===== src/rtl/ata_strobe_pkg.sv =====
package ata_strobe_pkg;

  typedef enum logic [1:0] {
    PH_IDLE   = 2'd0,
    PH_SETUP  = 2'd1,
    PH_ACTIVE = 2'd2,
    PH_RECOV  = 2'd3
  } phase_e;

  localparam int TW_W  = 32;
  localparam int SET_W = 3;
  localparam int ACT_W = 5;
  localparam int REC_W = 4;
  localparam int CNT_W = (ACT_W > REC_W) ? ((ACT_W > SET_W) ? ACT_W : SET_W)
                                         : ((REC_W > SET_W) ? REC_W : SET_W);

  // class index: 0 = data / DMA, 1 = task-file
  localparam int NCLS = 2;
  localparam int REC_LSB [NCLS] = '{0, 9};
  localparam int ACT_LSB [NCLS] = '{4, 13};
  localparam int SET_LSB [NCLS] = '{22, 25};
  localparam int DMA_EN_BIT = 29;

  typedef struct packed {
    logic [SET_W-1:0] setup;
    logic [ACT_W-1:0] act;
    logic [REC_W-1:0] rec;
  } phase_len_t;

endpackage


===== src/rtl/ata_tword_decode.sv =====
module ata_tword_decode
  import ata_strobe_pkg::*;
(
  input  logic [TW_W-1:0] tword,
  input  logic            cls,
  output phase_len_t      len,
  output logic            dma_en
);

  phase_len_t lens [NCLS];

  for (genvar c = 0; c < NCLS; c++) begin : g_cls
    assign lens[c].setup = tword[SET_LSB[c] +: SET_W];
    assign lens[c].act   = tword[ACT_LSB[c] +: ACT_W];
    assign lens[c].rec   = tword[REC_LSB[c] +: REC_W];
  end

  assign len    = lens[cls];
  assign dma_en = tword[DMA_EN_BIT];

endmodule


===== src/rtl/ata_phase_timer.sv =====
module ata_phase_timer #(
  parameter int CW = 5
) (
  input  logic          clk,
  input  logic          rst_n,
  input  logic          load,
  input  logic [CW-1:0] load_val,
  output logic          zero
);

  logic [CW-1:0] cnt;

  always_ff @(posedge clk or negedge rst_n) begin
    if (!rst_n)          cnt <= '0;
    else if (load)       cnt <= load_val;
    else if (cnt != '0)  cnt <= cnt - 1'b1;
  end

  assign zero = (cnt == '0);

endmodule


===== src/rtl/ata_strobe_fsm.sv =====
module ata_strobe_fsm
  import ata_strobe_pkg::*;
(
  input  logic             clk,
  input  logic             rst_n,
  input  logic             take,
  input  logic             same_cls,
  input  phase_len_t       len,
  input  logic             zero,
  output phase_e           phase,
  output logic             ready,
  output logic             tmr_load,
  output logic [CNT_W-1:0] tmr_val,
  output logic             done,
  output logic             capture
);

  phase_e nxt;
  logic   follow_q;   // previous cycle carried a done pulse

  always_comb begin
    nxt      = phase;
    tmr_load = 1'b0;
    tmr_val  = '0;
    unique case (phase)
      PH_IDLE: if (take) begin
        tmr_load = 1'b1;
        if (follow_q && same_cls) begin
          nxt     = PH_ACTIVE;
          tmr_val = CNT_W'(len.act);
        end else begin
          nxt     = PH_SETUP;
          tmr_val = CNT_W'(len.setup);
        end
      end
      PH_SETUP: if (zero) begin
        nxt      = PH_ACTIVE;
        tmr_load = 1'b1;
        tmr_val  = CNT_W'(len.act);
      end
      PH_ACTIVE: if (zero) begin
        nxt      = PH_RECOV;
        tmr_load = 1'b1;
        tmr_val  = CNT_W'(len.rec);
      end
      PH_RECOV: if (zero) nxt = PH_IDLE;
      default: nxt = PH_IDLE;
    endcase
  end

  always_ff @(posedge clk or negedge rst_n) begin
    if (!rst_n) begin
      phase    <= PH_IDLE;
      follow_q <= 1'b0;
    end else begin
      phase    <= nxt;
      follow_q <= done;
    end
  end

  assign ready   = (phase == PH_IDLE);
  assign done    = (phase == PH_RECOV)  && zero;
  assign capture = (phase == PH_ACTIVE) && zero;

endmodule


===== src/rtl/ata_pio_strobe_gen.sv =====
module ata_pio_strobe_gen
  import ata_strobe_pkg::*;
#(
  parameter int DATA_W = 16,
  parameter int DA_W   = 3
) (
  input  logic              clk,
  input  logic              rst_n,
  input  logic [TW_W-1:0]   tword,
  input  logic              req_valid,
  output logic              req_ready,
  input  logic              req_cmd,
  input  logic              req_dma,
  input  logic              req_write,
  input  logic [DA_W:0]     req_addr,
  input  logic [DATA_W-1:0] req_wdata,
  output logic              done,
  output logic [DATA_W-1:0] rd_data,
  output logic              dior_n,
  output logic              diow_n,
  output logic              cs0_n,
  output logic              cs1_n,
  output logic              dmack_n,
  output logic [DA_W-1:0]   da,
  output logic [DATA_W-1:0] dd_out,
  output logic              dd_oe,
  input  logic [DATA_W-1:0] dd_in
);

  localparam int ADDR_W = DA_W + 1;

  phase_e           phase;
  phase_len_t       len;
  logic             dma_en, accept, drop, take, cls_sel, zero;
  logic             tmr_load, capture, busy, active;
  logic [CNT_W-1:0] tmr_val;

  logic              cur_cmd, cur_dma, cur_wr;
  logic [ADDR_W-1:0] cur_addr;
  logic [DATA_W-1:0] cur_wdata;

  assign accept  = req_valid && req_ready;
  assign drop    = req_dma && !req_cmd && !dma_en;
  assign take    = accept && !drop;
  assign cls_sel = (phase == PH_IDLE) ? req_cmd : cur_cmd;

  ata_tword_decode u_dec (
    .tword  (tword),
    .cls    (cls_sel),
    .len    (len),
    .dma_en (dma_en)
  );

  ata_phase_timer #(.CW(CNT_W)) u_tmr (
    .clk      (clk),
    .rst_n    (rst_n),
    .load     (tmr_load),
    .load_val (tmr_val),
    .zero     (zero)
  );

  ata_strobe_fsm u_fsm (
    .clk      (clk),
    .rst_n    (rst_n),
    .take     (take),
    .same_cls (req_cmd == cur_cmd),
    .len      (len),
    .zero     (zero),
    .phase    (phase),
    .ready    (req_ready),
    .tmr_load (tmr_load),
    .tmr_val  (tmr_val),
    .done     (done),
    .capture  (capture)
  );

  always_ff @(posedge clk or negedge rst_n) begin
    if (!rst_n) begin
      cur_cmd   <= 1'b0;
      cur_dma   <= 1'b0;
      cur_wr    <= 1'b0;
      cur_addr  <= '0;
      cur_wdata <= '0;
    end else if (take) begin
      cur_cmd   <= req_cmd;
      cur_dma   <= req_dma && !req_cmd;
      cur_wr    <= req_write;
      cur_addr  <= req_addr;
      cur_wdata <= req_wdata;
    end
  end

  always_ff @(posedge clk or negedge rst_n) begin
    if (!rst_n)                  rd_data <= '0;
    else if (capture && !cur_wr) rd_data <= dd_in;
  end

  assign busy    = (phase != PH_IDLE);
  assign active  = (phase == PH_ACTIVE);
  assign dior_n  = !(active && !cur_wr);
  assign diow_n  = !(active && cur_wr);
  assign dmack_n = !(busy && cur_dma);
  assign cs0_n   = !(busy && !cur_dma && !(cur_cmd && cur_addr[DA_W]));
  assign cs1_n   = !(busy && !cur_dma && cur_cmd && cur_addr[DA_W]);
  assign da      = (busy && cur_cmd) ? cur_addr[DA_W-1:0] : '0;
  assign dd_out  = cur_wdata;
  assign dd_oe   = busy && cur_wr;

endmodule


===== config.mk =====
export PLATFORM = sky130hd
export DESIGN_NAME = ata_pio_strobe_gen
export DESIGN_NICKNAME = d
export VERILOG_FILES = /design/src/rtl/ata_strobe_pkg.sv /design/src/rtl/ata_tword_decode.sv /design/src/rtl/ata_phase_timer.sv /design/src/rtl/ata_strobe_fsm.sv /design/src/rtl/ata_pio_strobe_gen.sv
export SDC_FILE = /design/constraint.sdc
export NUM_CORES = 1
export LEC_CHECK = 0
export ABC_CLOCK_PERIOD_IN_PS = 3450
export BUFFER_PORTS_ARGS = -buffer_cell sky130_fd_sc_hd__buf_2
export CAP_MARGIN = 20
export CORE_ASPECT_RATIO = 2
export CORE_UTILIZATION = 47
export DETAILED_ROUTE_END_ITERATION = 8
export PLACE_DENSITY = 0.81
export SETUP_SLACK_MARGIN = 0.5
export SYNTH_ARGS = -nofsm -noshare
export SYNTH_HDL_FRONTEND = slang
export SYNTH_SLANG_ARGS = --single-unit

===== constraint.sdc =====
create_clock -name clk -period 3.45 [get_ports clk]
set_input_delay 0.5175 -clock clk [delete_from_list [all_inputs] [get_ports clk]]
set_output_delay 0.5175 -clock clk [all_outputs]
set_load 0.01 [all_outputs]

# [Yosys cells after proc, flatten, opt, wreduce, memory -nomap -nowiden]
# Index checks and enable logic that the tools add are counted.
[word_totals] ff_bits=47 input_bits=74 out_inout_bits=43
[classes] addsub=1 n_lt_le_gt_ge=1 n_eq_ne=8 n_mux=21 bitwise_logic=1 n_reduce_logical=36
[ops] cell="12-bit 2-to-1 mux" n=3
[ops] cell="5-bit 2-to-1 mux" n=5
[ops] cell="1-bit logical AND" n=18
[ops] cell="5-bit case mux with 3 select lines" n=1
[ops] cell="1-bit logical NOT" n=11
[ops] cell="2-bit 2-to-1 mux" n=5
[ops] cell="2-bit by 1-bit != test with 1-bit output (second input constant)" n=4
[ops] cell="2-bit case mux with 4 select lines" n=1
[ops] cell="5-bit logical NOT" n=1
[ops] cell="5-bit nonzero test" n=1
[ops] cell="5-bit by 1-bit subtractor with 5-bit output (second input constant)" n=1
[ops] cell="2-bit equality test (second input constant)" n=2
[ops] cell="4-bit 2-to-1 mux" n=1
[ops] cell="4-bit AND reduction" n=1
[ops] cell="2-bit nonzero test" n=2
[ops] cell="1-bit 2-to-1 mux" n=3
[ops] cell="3-bit 2-to-1 mux" n=1
[ops] cell="2-bit by 1-bit equality test with 1-bit output (second input constant)" n=1
[ops] cell="2-bit greater-or-equal comparator (second input constant)" n=1
[ops] cell="2-bit logical NOT" n=1
[ops] cell="1-bit NOT with 2-bit output" n=1
[ops] cell="1-bit case mux with 2 select lines" n=1
[ops] cell="2-bit OR reduction" n=1
[ops] cell="1-bit equality test" n=1

# [Logic depth before layout (Yosys ltp)]
[logic_depth] depth_word=10 ltp_mapped=9 depth_no_buf=6

# [Cells and area by module]
# From an unflattened synthesis, not the netlist that was laid out.
[unflattened] hier_cells=188 area_unflattened_um2=2476.1
[modules_own_cells] module="ata_pio_strobe_gen" instances=1 cells_each=105 area_each_um2=1651.6 seq_area_each_um2=975.9
[modules_own_cells] module="ata_strobe_fsm" instances=1 cells_each=42 area_each_um2=354.1 seq_area_each_um2=75.1
[modules_own_cells] module="ata_phase_timer" instances=1 cells_each=27 area_each_um2=279.0 seq_area_each_um2=125.1
[modules_own_cells] module="ata_tword_decode" instances=1 cells_each=14 area_each_um2=191.4 seq_area_each_um2=0.0

# [Worst setup path before layout]
# Ideal clock, no wire load.
[synth_path] path_type="flip-flop to flip-flop" from="register u_fsm.phase[1]" to="register u_tmr.cnt[2]" setup_ns=0.133 arrival_ns=1.997 t_required_ns=3.317 slack_ns=1.319 path_stages_with_launch=9 n_path_buf=2 cell_sequence="dfrtp_1 > inv_1 > ha_1 > buf_2 > mux2i_1 > buf_4 > mux2_2 > a22oi_1 > o211ai_1"
[synth_via] elab_chain_cells=10
[synth_lines] element="start: declaration" line="ata_strobe_fsm.sv:10" rtl="output phase_e phase,"
[synth_lines] element="start signal: assignment" line="ata_strobe_fsm.sv:56" rtl="phase <= nxt;"
[synth_lines] element="2-bit logical NOT *" line="ata_strobe_fsm.sv:61" rtl="assign ready = (phase == PH_IDLE);"
[synth_lines] element="net req_ready" line="ata_pio_strobe_gen.sv:11" rtl="output logic req_ready,"
[synth_lines] element="1-bit 2-to-1 mux" line="ata_pio_strobe_gen.sv:45" rtl="assign cls_sel = (phase == PH_IDLE) ? req_cmd : cur_cmd;"
[synth_lines] element="1-bit NOT with 2-bit output (not written as such)" line="ata_tword_decode.sv:18" rtl="assign len = lens[cls];"
[synth_lines] element="12-bit 2-to-1 mux (not written as such) (3 in series)" line="ata_tword_decode.sv:18"
[synth_lines] element="5-bit 2-to-1 mux" line="ata_strobe_fsm.sv:28" rtl="if (follow_q && same_cls) begin"
[synth_lines] element="5-bit 2-to-1 mux" line="ata_strobe_fsm.sv:26" rtl="PH_IDLE: if (take) begin"
[synth_lines] element="5-bit case mux with 3 select lines" line="ata_strobe_fsm.sv:25" rtl="unique case (phase)"
[synth_lines] element="5-bit 2-to-1 mux" line="ata_phase_timer.sv:15" rtl="else if (load) cnt <= load_val;"
[synth_lines] element="end signal: assignment" line="ata_phase_timer.sv:15"
[synth_lines] element="end signal: assignment" line="ata_phase_timer.sv:16" rtl="else if (cnt != '0) cnt <= cnt - 1'b1;"
[synth_lines] element="end: declaration" line="ata_phase_timer.sv:11" rtl="logic [CW-1:0] cnt;"
# Mark *: on every way through the listed nets, which the timed path passes. The rest lies on a longest branch. The select of a mux whose other input is x is not followed.
# A chain may end at the register's enable or synchronous reset.

# [Worst setup path in the final report]
[layout_path] from="register u_fsm.phase[1]" to="register u_fsm.phase[0]"
[layout_via] elab_chain_cells=5
[layout_lines] element="2-bit logical NOT" line="ata_strobe_fsm.sv:25, ata_strobe_fsm.sv:61"
[layout_lines] element="1-bit logical AND" line="ata_pio_strobe_gen.sv:42" rtl="assign accept = req_valid && req_ready;"
[layout_lines] element="1-bit logical AND" line="ata_pio_strobe_gen.sv:44" rtl="assign take = accept && !drop;"
[layout_lines] element="2-bit by 1-bit != test with 1-bit output (no line)"
[layout_lines] element="4-bit AND reduction (no line)"
# Parallel ways exist; a longest one is shown, timed or not.

==> flow_summary.toml <==
[synth]
ys_types = 38
ys.flop_type = "dfrtp_1"
ys_seq_area_frac = 0.486
synth.ff_latch_count = 47
yosys_warnings = 0
avgSynthCellArea_um2 = 10.6
syn_inst = 229
ys_async_sr_fraction = 1.00
synth_edf_count = 0
netlist_area_um2 = 2420
syn_nets = 309

[timing]
final.setup_skew_ns = 0.00693
slew_violations = 0
fin_setup_tns_ns = 0
finalSetupViolCount = 0
fin_crit_ns = 2.69
fmax_ghz = 0.372
timing.final.ws_setup_ns = 0.760
hold_violations = 0
fin_crit_sh = 0.780
slew_headroom = 0.362
rsz0062_at_grt = "false"
worst_pin_slew_ns = 0.957

[drt]
firstDrtPassIters = 4
wirelength_mm = 5.58
avgViaCountPerCell = 5.16
wl_per_cell_um = 14.1
vias = 2043
route.detailed.drc = 0
antenna_left = 0
drt_iter0_markers = 19

[floorplan]
io_pins = 117
initial_core_util = 0.493
die_w_um = 52.7
coreArea_um2 = 4910
rows = 36
chipHeight_um = 103
die_area_um2 = 5460

[cts]
post_cts_buffers = 0
clockBufferDepth = 2
cts.hold.buffers_added = 0
htreeDepth = 2
cts_tree = "done"
cts_buffers = 5
clkSlewWorstSetupHoldPaths_ns = 0.09
clock_sinks = 47
root_buffer = "clkbuf_8"
clock_latency_ns = 0.30
postCtsResizedCells = 0

[power]
p_per_area_nw_per_um2 = 872
p_clk_frac = 0.148
p_sw_mw = 1.05
seqPwrFrac = 0.362
leakage_nw = 1.67
p_comb_frac = 0.490
switching_share = 0.384
peakVddDrop_v = 0.000522
p_total_mw = 2.73
intPower_mw = 1.68

[critical_path]
startpoint_type = "flop"
cp-endpoint = "u_fsm.phase[0]$_DFFE_PN0P_"
cp-startpoint = "u_fsm.phase[1]$_DFFE_PN0P_"
crit_fanout = 25
end_kind = "flop"
path_class = "reg2reg"
r2r-end = "u_fsm.phase[0]$_DFFE_PN0P_"
r2r_slack_ns = 0.76
ff2ff_path_depth = 6
cp.arrival_ns = 2.88
worstReg2RegStart = "u_fsm.phase[1]$_DFFE_PN0P_"
crit_required_ns = 3.64

[global_route]
grt_overflow_total = 0
grt_pass1_wl_mm = 8.88
grt_max_degree = 48
grt_pass1_vias = 1984
antenna_found_initial = 0
grt_use_total = 0.224

[run]
maxCapViolCount = 0

[finish]
diodes = 0
syn_to_final_growth_pct = 29.2
postLayoutCoreUtil = 0.637
fillCellCount = 445
drive_above_1_share = 0.434
nets = 418
multiInputGateArea_um2 = 1170
seq_area_um2 = 1180

[placed_design]
place.gp.congestion = 0.862
dp_slack_ns = 0.746
dp_hpwl_mm = 4.30
numPortBuffers = 109

[worst_hold_path]
min_path_type = "in2async"

[outcome]
status = "complete, no violations"
-- synthesized netlist by cell type (2+ instances only) --
cell type	count	share of area
mux2_4	10	0.062
dfrtp_1	47	0.49
nor2_1	4	0.0062
mux2_2	10	0.047
nand2b_1	5	0.013
buf_4	2	0.0062
nand3_1	3	0.0062
nor3_1	2	0.0041
o21ai_1	2	0.0041
xor2_1	2	0.0072
a22oi_1	2	0.0062
buf_2	5	0.010
nand2_1	71	0.11
o211ai_1	4	0.012
clkbuf_1	2	0.0031
and2_1	7	0.018
or2_1	2	0.0052
inv_1	5	0.0078
o21ai_0	2	0.0041
nor4b_2	2	0.012
mux2i_1	4	0.017
mux2_1	9	0.042
ha_1	6	0.031
a21oi_1	6	0.012
nor2b_1	2	0.0052
-- per-stage QoR --
step | instances | area [um^2] | hold WS [ns]
floorplan | 229 | 2420 | 0.222
global placement | 387 | 2990 | 0.452
detailed placement | 387 | 2990 | 0.455
CTS | 395 | 3110 | 0.387
global route | 396 | 3130 | 0.0449
finish | 396 | 3130 | 0.0572
-- placed cells by master, fill, tap and decap left out, drive strengths merged, types with 5 or more instances in the layout --
cell / n
mux2: 29
nand2b: 5
and2: 7
buf: 112
ha: 6
inv: 5
a21oi: 7
dfrtp: 47
nand2: 71
clkbuf: 5
-- sequential cells by signal (all words and copies together), names as in the netlist --
name	flops
cur_addr	4
dd_out	16
u_tmr.cnt	5
rd_data	16
cur_cmd	1
cur_dma	1
u_fsm.follow_q	1
cur_wr	1
u_fsm.phase	2
-- critical path: stages (launching register included) --
cell and delay (ns):
dfrtp_1 0.42, inv_1 0.12, ha_1 0.44, nand2_1 0.29, or2_1 0.65, a21oi_2 0.34
mux2_1 0.34
-- power groups by stage --
stage	Sequential, mW	Clock (mW)	Combinational (mW)
final	0.986	0.403	1.34
after CTS	0.985	0.419	1.35
after global placement	0.981	0	1.31
after floorplan	1.06	0	0.827
after detailed placement	0.992	0	1.35
after global routing	1.03	0.439	1.48
-- worst min-delay path by stage --
stage | start | to | slack, ns | cells past startpoint
floorplan | rst_n | cur_addr[0]$_DFFE_PN0N_ | 0.22 | 0
global placement | cur_addr[0]$_DFFE_PN0N_ | cur_addr[0]$_DFFE_PN0N_ | 0.45 | 2
detailed placement | cur_addr[1]$_DFFE_PN0N_ | cur_addr[1]$_DFFE_PN0N_ | 0.45 | 2
CTS | req_wdata[9] | dd_out[9]$_DFFE_PN0N_ | 0.39 | 3
global route | rst_n | u_tmr.cnt[0]$_DFFE_PN0P_ | 0.04 | 1
finish | rst_n | u_tmr.cnt[0]$_DFFE_PN0P_ | 0.06 | 1
-- kinds of logic after synthesis --
family,Yosys count,synth area share
DFF,47,0.486
and+or+nand+nor,101,0.195
muxes,33,0.167
xor gates and xnor gates,3,0.0109
AOI/OAI and AO/OA,24,0.0776
adders and majority gates,6,0.0310
buffers and inverters,15,0.0321
-- layer usage --
layer  track usage  up-vias  part of all wire
li1              -      984                 -
met1         0.226      953              0.33
met2         0.402       80              0.57
met3        0.0409       26             0.041
met4         0.146        0             0.049
met5             0        -                 0
-- area by class of cell --
class / instances / area share
clock buffers: 5 / 0.0220
clock inverters: 3 / 0.0140
inverters: 5 / 0.00600
multi-input cells: 167 / 0.373
flip-flops and latches: 47 / 0.376
well taps: 57 / 0.0228
repair buffers: 112 / 0.186
Note: power is estimated with default switching activity, not from simulation.
